<file path="src/rtl/flash_seq_pkg.sv">
package flash_seq_pkg;
  typedef enum logic [2:0] {
    ST_READ, ST_UL1, ST_UL2, ST_PGM, ST_BYP, ST_BYP_PGM, ST_BYP_RST
  } seq_st_e;

  localparam logic [11:0] UL_ADDR1 = 12'h555;
  localparam logic [11:0] UL_ADDR2 = 12'h2AA;
  localparam logic [7:0]  UL_DATA1 = 8'hAA;
  localparam logic [7:0]  UL_DATA2 = 8'h55;
  localparam logic [7:0]  CMD_PGM  = 8'hA0;
  localparam logic [7:0]  CMD_BYP  = 8'h20;
  localparam logic [7:0]  CMD_XIT1 = 8'h90;
  localparam logic [7:0]  CMD_XIT2 = 8'h00;
endpackage

</file>
<file path="src/rtl/flash_cmd_fsm.sv">
module flash_cmd_fsm
  import flash_seq_pkg::*;
#(
  parameter int ADDR_W = 12,
  parameter int DATA_W = 8
) (
  input  logic              clk_i,
  input  logic              rst_ni,
  input  logic              we_i,
  input  logic [ADDR_W-1:0] addr_i,
  input  logic [DATA_W-1:0] wdata_i,
  input  logic              acc_i,
  output logic              prog_o,
  output logic              bypass_o
);
  seq_st_e st_q, st_d;
  logic    cmd_q, cmd_d, in_byp;
  logic [7:0]  cd;
  logic [11:0] ca;

  assign cd = wdata_i[7:0];
  assign ca = addr_i[11:0];
  assign in_byp = (st_q == ST_BYP) || (st_q == ST_BYP_PGM) || (st_q == ST_BYP_RST);
  assign bypass_o = in_byp;

  always_comb begin
    st_d   = st_q;
    cmd_d  = cmd_q;
    prog_o = 1'b0;
    if (acc_i && !in_byp) begin
      st_d = ST_BYP;
    end else if (!acc_i && in_byp && !cmd_q) begin
      st_d = ST_READ;
    end else if (we_i) begin
      unique case (st_q)
        ST_READ: if (ca == UL_ADDR1 && cd == UL_DATA1) st_d = ST_UL1;
        ST_UL1:  st_d = (ca == UL_ADDR2 && cd == UL_DATA2) ? ST_UL2 : ST_READ;
        ST_UL2: begin
          if (cd == CMD_PGM) st_d = ST_PGM;
          else if (cd == CMD_BYP) begin
            st_d  = ST_BYP;
            cmd_d = 1'b1;
          end else st_d = ST_READ;
        end
        ST_PGM: begin
          prog_o = 1'b1;
          st_d   = ST_READ;
        end
        ST_BYP: begin
          if (cd == CMD_PGM) st_d = ST_BYP_PGM;
          else if (cd == CMD_XIT1) st_d = ST_BYP_RST;
        end
        ST_BYP_PGM: begin
          prog_o = 1'b1;
          st_d   = ST_BYP;
        end
        ST_BYP_RST: begin
          if (cd == CMD_XIT2) begin
            st_d  = ST_READ;
            cmd_d = 1'b0;
          end else st_d = ST_BYP;
        end
        default: st_d = ST_READ;
      endcase
    end
  end

  always_ff @(posedge clk_i or negedge rst_ni) begin
    if (!rst_ni) begin
      st_q  <= ST_READ;
      cmd_q <= 1'b0;
    end else begin
      st_q  <= st_d;
      cmd_q <= cmd_d;
    end
  end

  p_byp_exit_r8: assert property (@(posedge clk_i) disable iff (!rst_ni)
    (st_q == ST_BYP_RST && we_i && cd == CMD_XIT2 && !acc_i) |=> (st_q == ST_READ));
  p_acc_forces_r9: assert property (@(posedge clk_i) disable iff (!rst_ni)
    $rose(acc_i) |=> bypass_o);
  p_cmd_hold_r10: assert property (@(posedge clk_i) disable iff (!rst_ni)
    (cmd_q && in_byp && $fell(acc_i) && !we_i) |=> bypass_o);
endmodule

</file>
<file path="src/rtl/flash_busy_timer.sv">
module flash_busy_timer #(
  parameter int BUSY_CYC = 4
) (
  input  logic clk_i,
  input  logic rst_ni,
  input  logic start_i,
  output logic busy_o
);
  localparam int CNT_W = $clog2(BUSY_CYC + 1);
  localparam logic [CNT_W-1:0] LOAD = CNT_W'(BUSY_CYC);
  logic [CNT_W-1:0] cnt_q;

  always_ff @(posedge clk_i or negedge rst_ni) begin
    if (!rst_ni)             cnt_q <= '0;
    else if (start_i)        cnt_q <= LOAD;
    else if (cnt_q != '0)    cnt_q <= cnt_q - 1'b1;
  end

  assign busy_o = (cnt_q != '0);

  p_busy_load_r11: assert property (@(posedge clk_i) disable iff (!rst_ni)
    start_i |=> (cnt_q == LOAD));
  p_busy_dec_r11: assert property (@(posedge clk_i) disable iff (!rst_ni)
    (!start_i && cnt_q != '0) |=> (cnt_q == $past(cnt_q) - 1'b1));
endmodule

</file>
<file path="src/rtl/flash_word_array.sv">
module flash_word_array #(
  parameter int DATA_W = 8,
  parameter int MEM_AW = 4
) (
  input  logic              clk_i,
  input  logic              rst_ni,
  input  logic              prog_i,
  input  logic              busy_i,
  input  logic [MEM_AW-1:0] idx_i,
  input  logic [DATA_W-1:0] wdata_i,
  output logic [DATA_W-1:0] rdata_o
);
  localparam int DEPTH = 1 << MEM_AW;
  logic [DATA_W-1:0] mem_q [DEPTH];

  always_ff @(posedge clk_i or negedge rst_ni) begin
    if (!rst_ni) begin
      for (int i = 0; i < DEPTH; i++) mem_q[i] <= '1;
    end else if (prog_i) begin
      mem_q[idx_i] <= mem_q[idx_i] & wdata_i;
    end
  end

  assign rdata_o = mem_q[idx_i];

  p_no_prog_busy_r11: assert property (@(posedge clk_i) disable iff (!rst_ni)
    prog_i |-> !busy_i);
  p_clear_only_r4: assert property (@(posedge clk_i) disable iff (!rst_ni)
    prog_i |=> ((mem_q[$past(idx_i)] | $past(rdata_o)) == $past(rdata_o)));
endmodule

</file>
<file path="src/rtl/flash_cmd_seq.sv">
module flash_cmd_seq #(
  parameter int ADDR_W   = 12,
  parameter int DATA_W   = 8,
  parameter int MEM_AW   = 4,
  parameter int BUSY_CYC = 4
) (
  input  logic              clk_i,
  input  logic              rst_ni,
  input  logic              we_i,
  input  logic [ADDR_W-1:0] addr_i,
  input  logic [DATA_W-1:0] wdata_i,
  input  logic              acc_i,
  output logic [DATA_W-1:0] rdata_o,
  output logic              busy_o,
  output logic              bypass_o
);
  logic we_ok, prog;

  assign we_ok = we_i & ~busy_o;

  flash_cmd_fsm #(.ADDR_W(ADDR_W), .DATA_W(DATA_W)) u_fsm (
    .clk_i, .rst_ni, .we_i(we_ok), .addr_i, .wdata_i, .acc_i,
    .prog_o(prog), .bypass_o
  );

  flash_busy_timer #(.BUSY_CYC(BUSY_CYC)) u_busy (
    .clk_i, .rst_ni, .start_i(prog), .busy_o
  );

  flash_word_array #(.DATA_W(DATA_W), .MEM_AW(MEM_AW)) u_arr (
    .clk_i, .rst_ni, .prog_i(prog), .busy_i(busy_o),
    .idx_i(addr_i[MEM_AW-1:0]), .wdata_i, .rdata_o
  );
endmodule

</file>
<file path="config.mk">
export PLATFORM = sky130hd
export DESIGN_NAME = flash_cmd_seq
export DESIGN_NICKNAME = d
export VERILOG_FILES = /design/src/rtl/flash_seq_pkg.sv /design/src/rtl/flash_cmd_fsm.sv /design/src/rtl/flash_busy_timer.sv /design/src/rtl/flash_word_array.sv /design/src/rtl/flash_cmd_seq.sv
export SDC_FILE = /design/constraint.sdc
export NUM_CORES = 1
export LEC_CHECK = 0
export BUFFER_PORTS_ARGS = -buffer_cell sky130_fd_sc_hd__buf_2
export CAP_MARGIN = 20
export CORE_MARGIN = 1.5
export CORE_UTILIZATION = 31
export CTS_CLUSTER_SIZE = 25
export DETAILED_ROUTE_END_ITERATION = 10
export HOLD_SLACK_MARGIN = 0.03
export PLACE_DENSITY = 0.51
export SKIP_LAST_GASP = 1
export SYNTH_ARGS = -nofsm -noshare
export SYNTH_HDL_FRONTEND = slang
export SYNTH_SLANG_ARGS = --single-unit
</file>
<file path="constraint.sdc">
create_clock -name clk_i -period 2.2 [get_ports clk_i]
set_input_delay 0.11 -clock clk_i [delete_from_list [all_inputs] [get_ports clk_i]]
set_output_delay 0.11 -clock clk_i [all_outputs]
set_load 0.03 [all_outputs]
</file>
---- Word level (Yosys, flattened, before mapping) ----
Cells that the tools add are included.
W data, S select, Z words.
operators by class
  $add $sub $neg .......................... 1
  multiply operators ...................... 0
  divide/modulo/power cells ............... 0
  order comparisons ....................... 2
  equality and inequality tests ........... 18
  shifts and indexed selects .............. 0
  muxes and demuxes ....................... 27
  bitwise logic cells ..................... 6
  reductions and logical operators ........ 20
operator list
  cell                    count
  $bwmux W128             1
  $mux W3                 11
  $bmux W8 S4             1
  $demux W8 S4            1
  $eq A8 B8 Y1 const B    3
  $mux W8                 3
  $pmux W3 S6             1
  $eq A12 B10 Y1 const B  1
  $eq A12 B11 Y1 const B  1
  $eq A3 B3 Y1 const B    3
  $and A8 B8 Y8           1
  $eq A8 B6 Y1 const B    1
  $eq A8 B7 Y1 const B    1
  $logic_not A8 Y1        1
  $mux W1                 7
  $reduce_and A7 Y1       1
  $eq A3 B2 Y1 const B    2
  $logic_and A1 B1 Y1     6
  $reduce_bool A3 Y1      2
  $ge A5 B5 Y1 const B    1
  $lt A5 B1 Y1 const B    1
  $ne A5 B5 Y1 const B    1
  $not A4 Y5              1
  $ne A2 B2 Y1 const B    2
  14 further kinds        20
storage, ports and cells
  register bits after elaboration ......... 135
  latch bits .............................. 0
  bits in writable memories ............... 0
  ROM bits ................................ 0
  input bits .............................. 24
  logic and storage cells ................. 93
  memories ................................ 0

---- Logic depth before layout (Yosys ltp) ----
Gate-level depths: netlist of the first run.
  depth in word-level cells ............... 8
  gate-level depth with buffers ........... 8
  depth with buffers taken out ............ 7

---- Modules after synthesis ----
Synthesis of the first run repeated with hierarchy kept, for this count alone.
second synthesis, totals
  cell total of the unflattened synthesis .. 541
  area total of the unflattened synthesis .. 6866.6 um2
modules (own cells, without submodules)
  module            times used  cells an instance  area an instance (um2)  sequential area each (um2)
  flash_word_array  1           456                6113.4                  3363.2
  flash_cmd_fsm     1           68                 561.8                   100.1
  flash_busy_timer  1           16                 177.7                   75.1
  flash_cmd_seq     1           1                  13.8                    0.0

---- Least setup slack after synthesis of the first run ----
Ideal clock, no wire load.
  path type ............................... register to register
  from .................................... reg u_fsm.st_q[1]
  to ...................................... reg u_fsm.st_q[0]
  arrival ................................. 1944 ps
  data required time ...................... 2099 ps
  path slack .............................. 155 ps
  stages on the path, launching flop included .. 6
  buffers on the path ..................... 1
  clock period less this slack ............ 2045 ps
  path through ............................ dfrtp_1 -> buf_2 -> a21boi_1 -> mux2_2 -> or3_1 -> o32ai_1
on the way
  cells in the longest elaborated chain, start to end .. 7
  elaborated cells on any way between the ends .. 20
ends and longest elaborated chain
  element                                                         line                                      source
  start, declared                                                 flash_cmd_fsm.sv:16                       seq_st_e st_q, st_d;
  start signal, assigned                                          flash_cmd_fsm.sv:73                       st_q <= st_d;
  $eq A3 B3 Y1                                                    flash_cmd_fsm.sv:23                       assign in_byp = (st_q == ST_BYP) || (st_q == ST_BYP_PGM) || (st_q == ST_BYP_RST);
  $logic_or A1 B1 Y1                                              flash_cmd_fsm.sv:23
  $logic_or A1 B1 Y1 *                                            flash_cmd_fsm.sv:23
  net bypass_o                                                    flash_cmd_seq.sv:15                       output logic bypass_o
  $logic_and A1 B1 Y1 / $logic_not A1 Y1 (equally long branches)  flash_cmd_fsm.sv:32, flash_cmd_fsm.sv:30
  $logic_and A1 B1 Y1 (on tied branches)                          flash_cmd_fsm.sv:32, flash_cmd_fsm.sv:30
  $ne A5 B5 Y1 (no line), or another cell as far along            -
  $reduce_and A3 Y1 (no line) / $mux W3 (equally long branches)   -
The timed path passes the listed nets; every way through them passes the cells marked *. The select of a mux whose other input is x is not followed.
A chain may end at the register's enable or synchronous reset.

---- Worst setup path after layout of the first run ----
  from .................................... reg u_arr.mem_q[117] in the netlist's numbering
  to ...................................... out rdata_o[5]
on the way
  cells in the longest elaborated chain, start to end .. 3
ends and longest elaborated chain
  element                                      line                    source
  start, declared                              flash_word_array.sv:14  logic [DATA_W-1:0] mem_q [DEPTH];
  start signal, assigned by index              flash_word_array.sv:20  mem_q[idx_i] <= mem_q[idx_i] & wdata_i;
  $bmux W8 S4                                  flash_word_array.sv:24  assign rdata_o = mem_q[idx_i];
  $mux W8 (implied by the code) (2 in series)  flash_word_array.sv:24
  end, declared                                flash_cmd_seq.sv:13     output logic [DATA_W-1:0] rdata_o,
No other way between the ends. The select of a mux whose other input is x is not followed.

==> results by stage, run 1 <==
Synthesis:
- Sorting the synthesized cells by area gives the leading types as sky130_fd_sc_hd__dfstp_2 51%, sky130_fd_sc_hd__o2bb2ai_1 17%, sky130_fd_sc_hd__mux4_1 8.7%.
- In the synthesized netlist the async set-or-reset flop fraction comes to 1.00.
- The share of synthesized area in the top cell type comes to 0.507.
- The net count after synthesis is 498.
- The share of the Yosys chip area taken by registers is 0.533.
- The commonest cells after synthesis are 128 x sky130_fd_sc_hd__dfstp_2, 128 x sky130_fd_sc_hd__o2bb2ai_1, 36 x sky130_fd_sc_hd__nand3_1, 22 x sky130_fd_sc_hd__mux4_1, 21 x sky130_fd_sc_hd__nand2_1.
- The primary flip-flop cell chosen by synthesis mapping is sky130_fd_sc_hd__dfstp_2.
- The area of the mapped netlist is approximately 6600 um^2.
- The synthesized design contains 135 register bits.
- The synthesized area per cell is 14.1 um^2.
- The Yosys step of the flow raised 0 warnings.
- Synthesis produced 472 cells.
- The distinct cell type count after synthesis is 57.
- In this run, synthesis inferred 0 flip-flops with an integrated enable.
- The dominant cell type by area after synthesis is sky130_fd_sc_hd__dfstp_2.

Clock tree:
- In this run, CTS created clock tree buffers numbering 17.
- The H-tree was split into 4 levels.
- After clock tree synthesis, the clock-pin slew on the worst setup and hold paths is ~60 ps.
- The master cell of the clock root buffer is sky130_fd_sc_hd__clkbuf_16.
- The longest clock path from root to sink contains 2 buffers.
- The post-CTS setup buffer count is 0.
- The worst-skew pair later-pin latency is 430 ps.
- Counting every sink on the clock net gives 135.
- The TritonCTS clock tree is done.

Routing:
- After detailed routing, the average wire length per cell comes to 25.4 um.
- The sum of routed wire length over all layers is 20500 um.
- The final route contains 4731 vias.
- The via count normalized by instance count is around 5.8.
- The initial detailed-routing violation count is 268.
- The count of nets left with antenna violations after detail routing is 0.
- The residual DRC count is 0.
- The number of iterations in the first detailed-routing pass is 4.

Power:
- The cell-internal power is between 4 and 5 mW.
- The share of total power dissipated in combinational logic is 0.082.
- The share of total power dissipated in sequential elements is 0.443.
- The static power due to leakage is 2.73 nW.
- The clock network power share is 0.474.
- The net switching power figure is 1.40 mW.
- The maximum vdd ir drop is around 0.62 mV.
- The switching power share of the total is 0.242.
- The power density of the placed cells is between 700 and 800 nW/um^2.
- The power after layout is approximately 5.8 mW.

Finish:
- The number of inserted diodes is 0.
- The layout cell share with drive strength beyond 1 is 0.476.
- Once layout is complete, the cells apart from fillers number 809.
- The relative area change from synthesis to final layout is 18.2%.
- At the end of the flow the core is filled with cells to 0.373.
- With fillers left out, the area of the finished cells amounts to between 7000 and 8000 um^2.
- At the end of the flow, the number of nets in the layout was 548.

Global routing:
- The number of global-route vias before repair came to between 4000 and 5000.
- In the global route stage, overall resource usage came out at 0.194.
- The total overflow left after global routing is 0.
- The initial antenna violation count is 0.
- The wire length of the first global-routing pass is around 31000 um.
- Entering global routing, the biggest net connects 52 pins.

Timing:
- The setup clock skew after layout is 9.36 ps.
- The worst path setup slack after routing is 27.8 ps.
- The transition at the pin with the smallest max-transition slack is 607 ps.
- The final hold violation count is 0.
- The count of final setup violators is 0.
- The total negative slack is 0 ps.
- The final number of max-transition violations was 0.
- Dividing the final minimum period by the clock period gives 0.987.
- Setup repair after global routing left no endpoint under its margin.
- On the final layout, the worst hold slack is 95.5 ps.
- The tightest slew margin relative to the limit is 0.594.
- The minimum clock period is 2170 ps.
- The maximum frequency from static timing analysis is 0.460 GHz.

Placement:
- The congestion estimate from routability-driven global placement came to 0.819.
- Counting tap cells, the placed design contains a total of about 780 instances.
- The detailed-placement wirelength estimate is roughly 13000 um.
- The placed instances occupy a cell area of 7280 um^2.
- The worst setup timing slack at the placement stage is 261 ps.
- The port buffer count is 33.

Floorplan:
- The die area is 22300 um^2.
- After floorplanning, the core was divided into 53 placement rows.
- The die is 149 um wide.
- The floorplan step defined a core boundary enclosing about 21000 um^2.
- For this configuration, the core starts out at a cell density of 0.316.
- 34 I/O pins were placed.
- The vertical extent of the die is ~150 um.

Min path:
- The launch point of the worst hold path is wdata_i[0].
- The path category of the worst min-delay check is input pin to register.

Job:
- The max-cap violation count is 0.

Critical path:
- In this run the worst setup path begins at u_arr.mem_q[117]$_DFFE_PN1P_.
- The kind of end point of the critical path is an output pin.
- Data on the critical path arrives at its endpoint at 2060 ps.
- The category of the most critical setup path is register to output pin.
- The critical path data required time is 2090 ps.
- The startpoint identified for the worst register-to-register timing path is u_fsm.st_q[2]$_DFFE_PN0P_.
- The worst setup path is launched from a register.
- Of all nets on the critical path, the largest fanout is 2.

Run status:
- The flow ran to the end, and the final reports show no timing, DRC or antenna violations.
worst max-delay path, cell delays in order, from the launching register on:
cell,delay (ps)
sky130_fd_sc_hd__dfstp_2,370
sky130_fd_sc_hd__mux4_1,550
sky130_fd_sc_hd__mux4_2,510
sky130_fd_sc_hd__buf_2,200
power by group through the flow:
| stage | logic (mW) | registers [mW] | clock network [mW] |
|---|---|---|---|
| after floorplan | 0.278 | 2.58 | 0 |
| after global placement | 0.472 | 2.59 | 0 |
| after detailed placement | 0.480 | 2.59 | 0 |
| after CTS | 0.484 | 2.56 | 2.80 |
| after global routing | 0.523 | 2.56 | 2.90 |
| final | 0.476 | 2.56 | 2.74 |
layout by cell type (no fill, tap or decap), types with 4 or more instances in the layout:
master / n
sky130_fd_sc_hd__mux4_2: 21
sky130_fd_sc_hd__dfrtp_1: 7
sky130_fd_sc_hd__inv_1: 4
sky130_fd_sc_hd__buf_2: 32
sky130_fd_sc_hd__clkbuf_16: 17
sky130_fd_sc_hd__o2bb2ai_1: 128
sky130_fd_sc_hd__nand3_1: 36
sky130_fd_sc_hd__nand2_2: 4
sky130_fd_sc_hd__buf_4: 26
sky130_fd_sc_hd__nor2_1: 9
sky130_fd_sc_hd__buf_12: 6
sky130_fd_sc_hd__clkbuf_8: 4
sky130_fd_sc_hd__nand2_1: 21
sky130_fd_sc_hd__mux4_1: 19
sky130_fd_sc_hd__dfstp_2: 128
sky130_fd_sc_hd__o21ai_0: 4
sky130_fd_sc_hd__nor2b_1: 4
final cells by class:
type | count | area, um^2
Fill cell | 1974 | 13200
Sequential cell | 135 | 3540
Multi-Input combinational cell | 299 | 2900
Clock buffer | 24 | 492
Timing Repair Buffer | 65 | 485
Tap cell | 275 | 344
Clock inverter | 7 | 70.1
Inverter | 4 | 15.0
state kept, by name, summed over array words and instances (netlist names):
name / cells
u_arr.mem_q: 128
u_busy.cnt_q: 3
u_fsm.st_q: 3
u_fsm.cmd_q: 1
timing repair:
action / 4_1_cts / 5_1_grt
hold endpoints to repair: 3 / 0
hold buffers: 1 / 0
gates resized for setup: 0 / 3
endpoints found under the setup margin: 0 / 3
worst paths after layout:
| check | depth (start not counted) | endpoint | slack (ps) |
|---|---|---|---|
| setup / recovery | 3 | rdata_o[5] | 30 |
| hold / removal | 3 | u_arr.mem_q[64]$_DFFE_PN1P_ | 100 |
| setup reg to reg | 5 | u_arr.mem_q[95]$_DFFE_PN1P_ | 150 |
| hold reg to reg | 1 | u_arr.mem_q[31]$_DFFE_PN1P_ | 480 |
| max in group asynchronous | 3 | u_arr.mem_q[79]$_DFFE_PN1P_ | 1240 |
| min in group asynchronous | 2 | u_arr.mem_q[51]$_DFFE_PN1P_ | 550 |
cells by family (layout without fill, tap and decap cells):
kind of cell	Yosys count	count (layout)	synth area share
AO/OA/AOI/OAI	148	148	0.190
flip-flops	135	135	0.533
AND/OR/NAND/NOR	103	103	0.0877
multiplexers	43	43	0.153
buffers and inverters	38	100	0.0283
adder cells (fa/ha/maj)	3	3	0.00547
XOR/XNOR	2	2	0.00264
metal layers:
layer	track usage	vias to the layer above	routed length (um)
met5	0.0205	-	63
met2	0.289	174	9270
met3	0.0642	30	1380
met1	0.260	2498	9360
met4	0.0733	2	460
li1	-	2027	-
No activity file was read; power rests on OpenSTA's default activity.
==> run 2, diff against run 1 <==
BUFFER_PORTS_ARGS = -buffer_cell sky130_fd_sc_hd__clkbuf_2   (was -buffer_cell sky130_fd_sc_hd__buf_2)
CAP_MARGIN = 40   (was 20)
REMOVE_ABC_BUFFERS = 1   (was default)
==> run 2 against run 1 <==
Net effect:
- combinational power is 0.8% lower
- sequential power hardly changed
- setup slack worse by 6.3 ps
- clock power is 3% higher
- first-iteration DRC count is 15% higher
- clock-buffer cell count stayed put
- worst hold slack better by 47 ps
- via count hardly changed
- final area is 0.18% lower
- critical endpoint unchanged
- routed wire length is 3.1% lower
- core utilization is 0.065 points lower
==> results by stage, run 2 (same netlist as run 1, synthesis figures left out) <==
Power:
- The static power due to leakage is 2.68 nW (-1.8%).
- The power density of the placed cells is 746 nW/um^2 (+1.4%).
- The cell-internal power is 4.49 mW (+2.6%).
- The net switching power figure is 1.35 mW (-3.2%).
- The sequential group share of total power is 0.438 (-0.005).
- The portion of total power attributed to combinational logic is 0.081 (about the same).
- The switching power share of the total is 0.231 (-0.0105).
- The clock network power share is 0.482 (+0.008).
- The power after layout came to 5.84 mW (+1.2%).
- The maximum vdd ir drop is 0.457 mV (-26%).

Global routing:
- The pin count of the biggest net entering global routing was 55 (+5.8%).
- The all-layer global routing usage is 0.187 (-0.00719).
- The number of global-route vias before repair came to 4967 (-0.10%).
- The initial antenna violation count is 0 (unchanged).
- The wire length of the first global-routing pass is 30600 um (-2.7%).
- The total grt overflow came to 0 (unchanged).

Finish:
- The register with the most flip-flops is u_arr.mem_q.
- The number of nets in the layout is 543 (-0.91%).
- The number of inserted diodes was 0 (unchanged).
- The finished layout cell area is 7830 um^2 (-0.18%).
- The relative area change from synthesis to final layout is 18.0%.
- The fill cell instance count of the final layout is 2009 (+1.8%).
- The flip-flop count of the largest register, all copies and words added came to 128 (unchanged).
- In the final layout, the registers with the most flip-flops are u_arr.mem_q x128, u_busy.cnt_q x3, u_fsm.st_q x3.
- In the layout the commonest cells are 128 x sky130_fd_sc_hd__o2bb2ai_1, 128 x sky130_fd_sc_hd__dfstp_2, 36 x sky130_fd_sc_hd__nand3_1.
- The count of non-filler cells in the finished layout came to 805 (-0.49%).
- The layout cell share with drive strength beyond 1 is 0.487 (+0.0111).

Placement:
- The instance area after placement is 7260 um^2 (-0.34%).
- The final RePlAce weighted congestion came to 0.814 (-0.57%).
- The detailed-placement wirelength estimate is 13100 um (+0.87%).
- The port buffer count is 33 (unchanged).
- The worst setup timing slack at the placement stage is 204 ps (-56.2 ps).
- The post-placement cell count is 772 (-0.64%).

Critical path:
- The arrival time reported for the critical path endpoint is 2070 ps (about the same).
- The critical path data required time came to 2090 ps (about the same).
- The critical path startpoint category is a register.
- The largest fanout of any net on the critical path is 2 (unchanged).
- The critical path goes through mux4_1 -> mux4_2 -> clkbuf_2.
- The biggest cell delay along the critical path came to 560 ps (about the same).
- The category of the most critical setup path is register to output pin.
- On the critical path, the stage with the largest delay is an instance of sky130_fd_sc_hd__mux4_1.
- STA classifies the critical path endpoint as an output pin.

Routing:
- The residual DRC count is 0 (unchanged).
- The sum of routed wire length over all layers is 19900 um (-3.1%).
- The wire length per cell is 24.7 um (-2.6%).
- The count of nets left with antenna violations after detail routing is 0 (unchanged).
- The initial detailed-routing violation count is 308 (+15%).
- The via count normalized by instance count came to 5.88 (+0.58%).
- The overall via count from detail_route is 4735 (+0.085%).
- The number of iterations in the first detailed-routing pass is 5 (+1).

Timing:
- The total negative slack is 0 ps (unchanged).
- The setup clock skew after layout is 10.1 ps (+0.769 ps).
- The final hold violation count is 0 (unchanged).
- The maximum frequency from static timing analysis is 0.459 GHz (-0.29%).
- The count of final setup violators was 0 (unchanged).
- The final number of max-transition violations is 0 (unchanged).
- Setup repair after global routing left no endpoint under its margin.
- The transition at the pin with the smallest max-transition slack is 776 ps (+169 ps).
- The share of the clock period used by the worst path after layout is 0.990 (+0.00284).
- The minimum clock period is 2180 ps (+6.26 ps).
- The tightest slew margin relative to the limit was 0.482 (-0.112).
- The worst path setup slack after routing was 21.5 ps (-6.26 ps).

Run status:
- The flow ran to the end, and the final reports show no timing, DRC or antenna violations.

Floorplan:
- The vertical extent of the die came to 149 um (unchanged).
- The die area is 22300 um^2 (unchanged).
- The effective utilization at floorplan is 0.316 (unchanged).
- The count of boundary I/O pins is 34 (unchanged).
- The core box area is 21000 um^2 (unchanged).
- The number of standard-cell rows in the floorplan is 53 (unchanged).
- The horizontal die dimension was 149 um (unchanged).

Clock tree:
- The maximum number of buffers from clock root to sink came to 2 (unchanged).
- The clock sink count was 135 (unchanged).
- The hold buffer count at cts is 0 (-1).
- The H-tree depth is 4 (unchanged).
- The TritonCTS clock tree is done.
- The clock-pin slew on the worst setup and hold paths is 60 ps (about the same).
- The worst-skew pair later-pin latency came to 420 ps (about the same).
- The master cell of the clock root buffer is sky130_fd_sc_hd__clkbuf_16.
- The number of buffers inserted during clock tree synthesis is 17 (unchanged).

Job:
- The max-cap violation count is 0 (unchanged).

Min path:
- The worst hold path belongs to the class input pin to register.
-- run 2: final timing paths --
| path | start | endpoint | slack (ps) | depth (start not counted) |
|---|---|---|---|---|
| max | u_arr.mem_q[53]$_DFFE_PN1P_ | rdata_o[5] | 20 | 3 |
| min | acc_i | u_fsm.st_q[2]$_DFFE_PN0P_ | 140 | 4 |
| max reg2reg | u_busy.cnt_q[0]$_DFFE_PN0P_ | u_arr.mem_q[108]$_DFFE_PN1P_ | 210 | 7 |
| min reg2reg | u_arr.mem_q[15]$_DFFE_PN1P_ | u_arr.mem_q[15]$_DFFE_PN1P_ | 480 | 1 |
| max in group asynchronous | rst_ni | u_arr.mem_q[125]$_DFFE_PN1P_ | 1710 | 2 |
| min in group asynchronous | rst_ni | u_arr.mem_q[59]$_DFFE_PN1P_ | 160 | 1 |
-- run 2: cell type report --
type                            count  area, um^2  area share
Inverter                            4        15.0     0.00192
Tap cell                          275         344      0.0440
Clock buffer                       24         492      0.0628
Clock inverter                      8        96.3      0.0123
Multi-Input combinational cell    299        2870       0.367
Timing Repair Buffer               60         472      0.0603
Sequential cell                   135        3540       0.452
-- run 2: layer usage --
layer	wire length, um	global-route usage	vias to the layer above
li1	-	-	2014
met1	8720	0.247	2499
met2	9470	0.293	196
met3	1280	0.0502	26
met4	439	0.0713	0
met5	0	0	-
-- run 2: power by group through the flow --
| stage | logic, mW | registers (mW) | clock network, mW |
|---|---|---|---|
| 3_5_place_dp | 0.478 | 2.59 | 0 |
| 5_1_grt | 0.525 | 2.56 | 2.98 |
| 4_1_cts | 0.481 | 2.56 | 2.88 |
| 3_3_place_gp | 0.461 | 2.59 | 0 |
| 6_report | 0.472 | 2.56 | 2.81 |
| 2_1_floorplan | 0.228 | 2.59 | 0 |
-- run 2: critical path, delay by kind of cell, from the launching register on --
family	cells	cell delay [ps]
multiplexers	2	1080
flip-flops	1	370
buffers and inverters	1	210
-- run 2: what timing repair did --
| item | 4_1_cts | 5_1_grt |
|---|---|---|
| gates cloned | 0 | 0 |
| gates resized for setup | 7 | 13 |
| setup buffers | 0 | 1 |
| setup endpoints to repair | 3 | 5 |
-- run 2: metrics by stage --
stage / hold WS [ps] / util
6_report: 143 / 0.372
5_1_grt: 155 / 0.372
4_1_cts: 117 / 0.373
3_5_place_dp: 473 / 0.345
3_3_place_gp: 468 / 0.345
2_1_floorplan: -186 / -
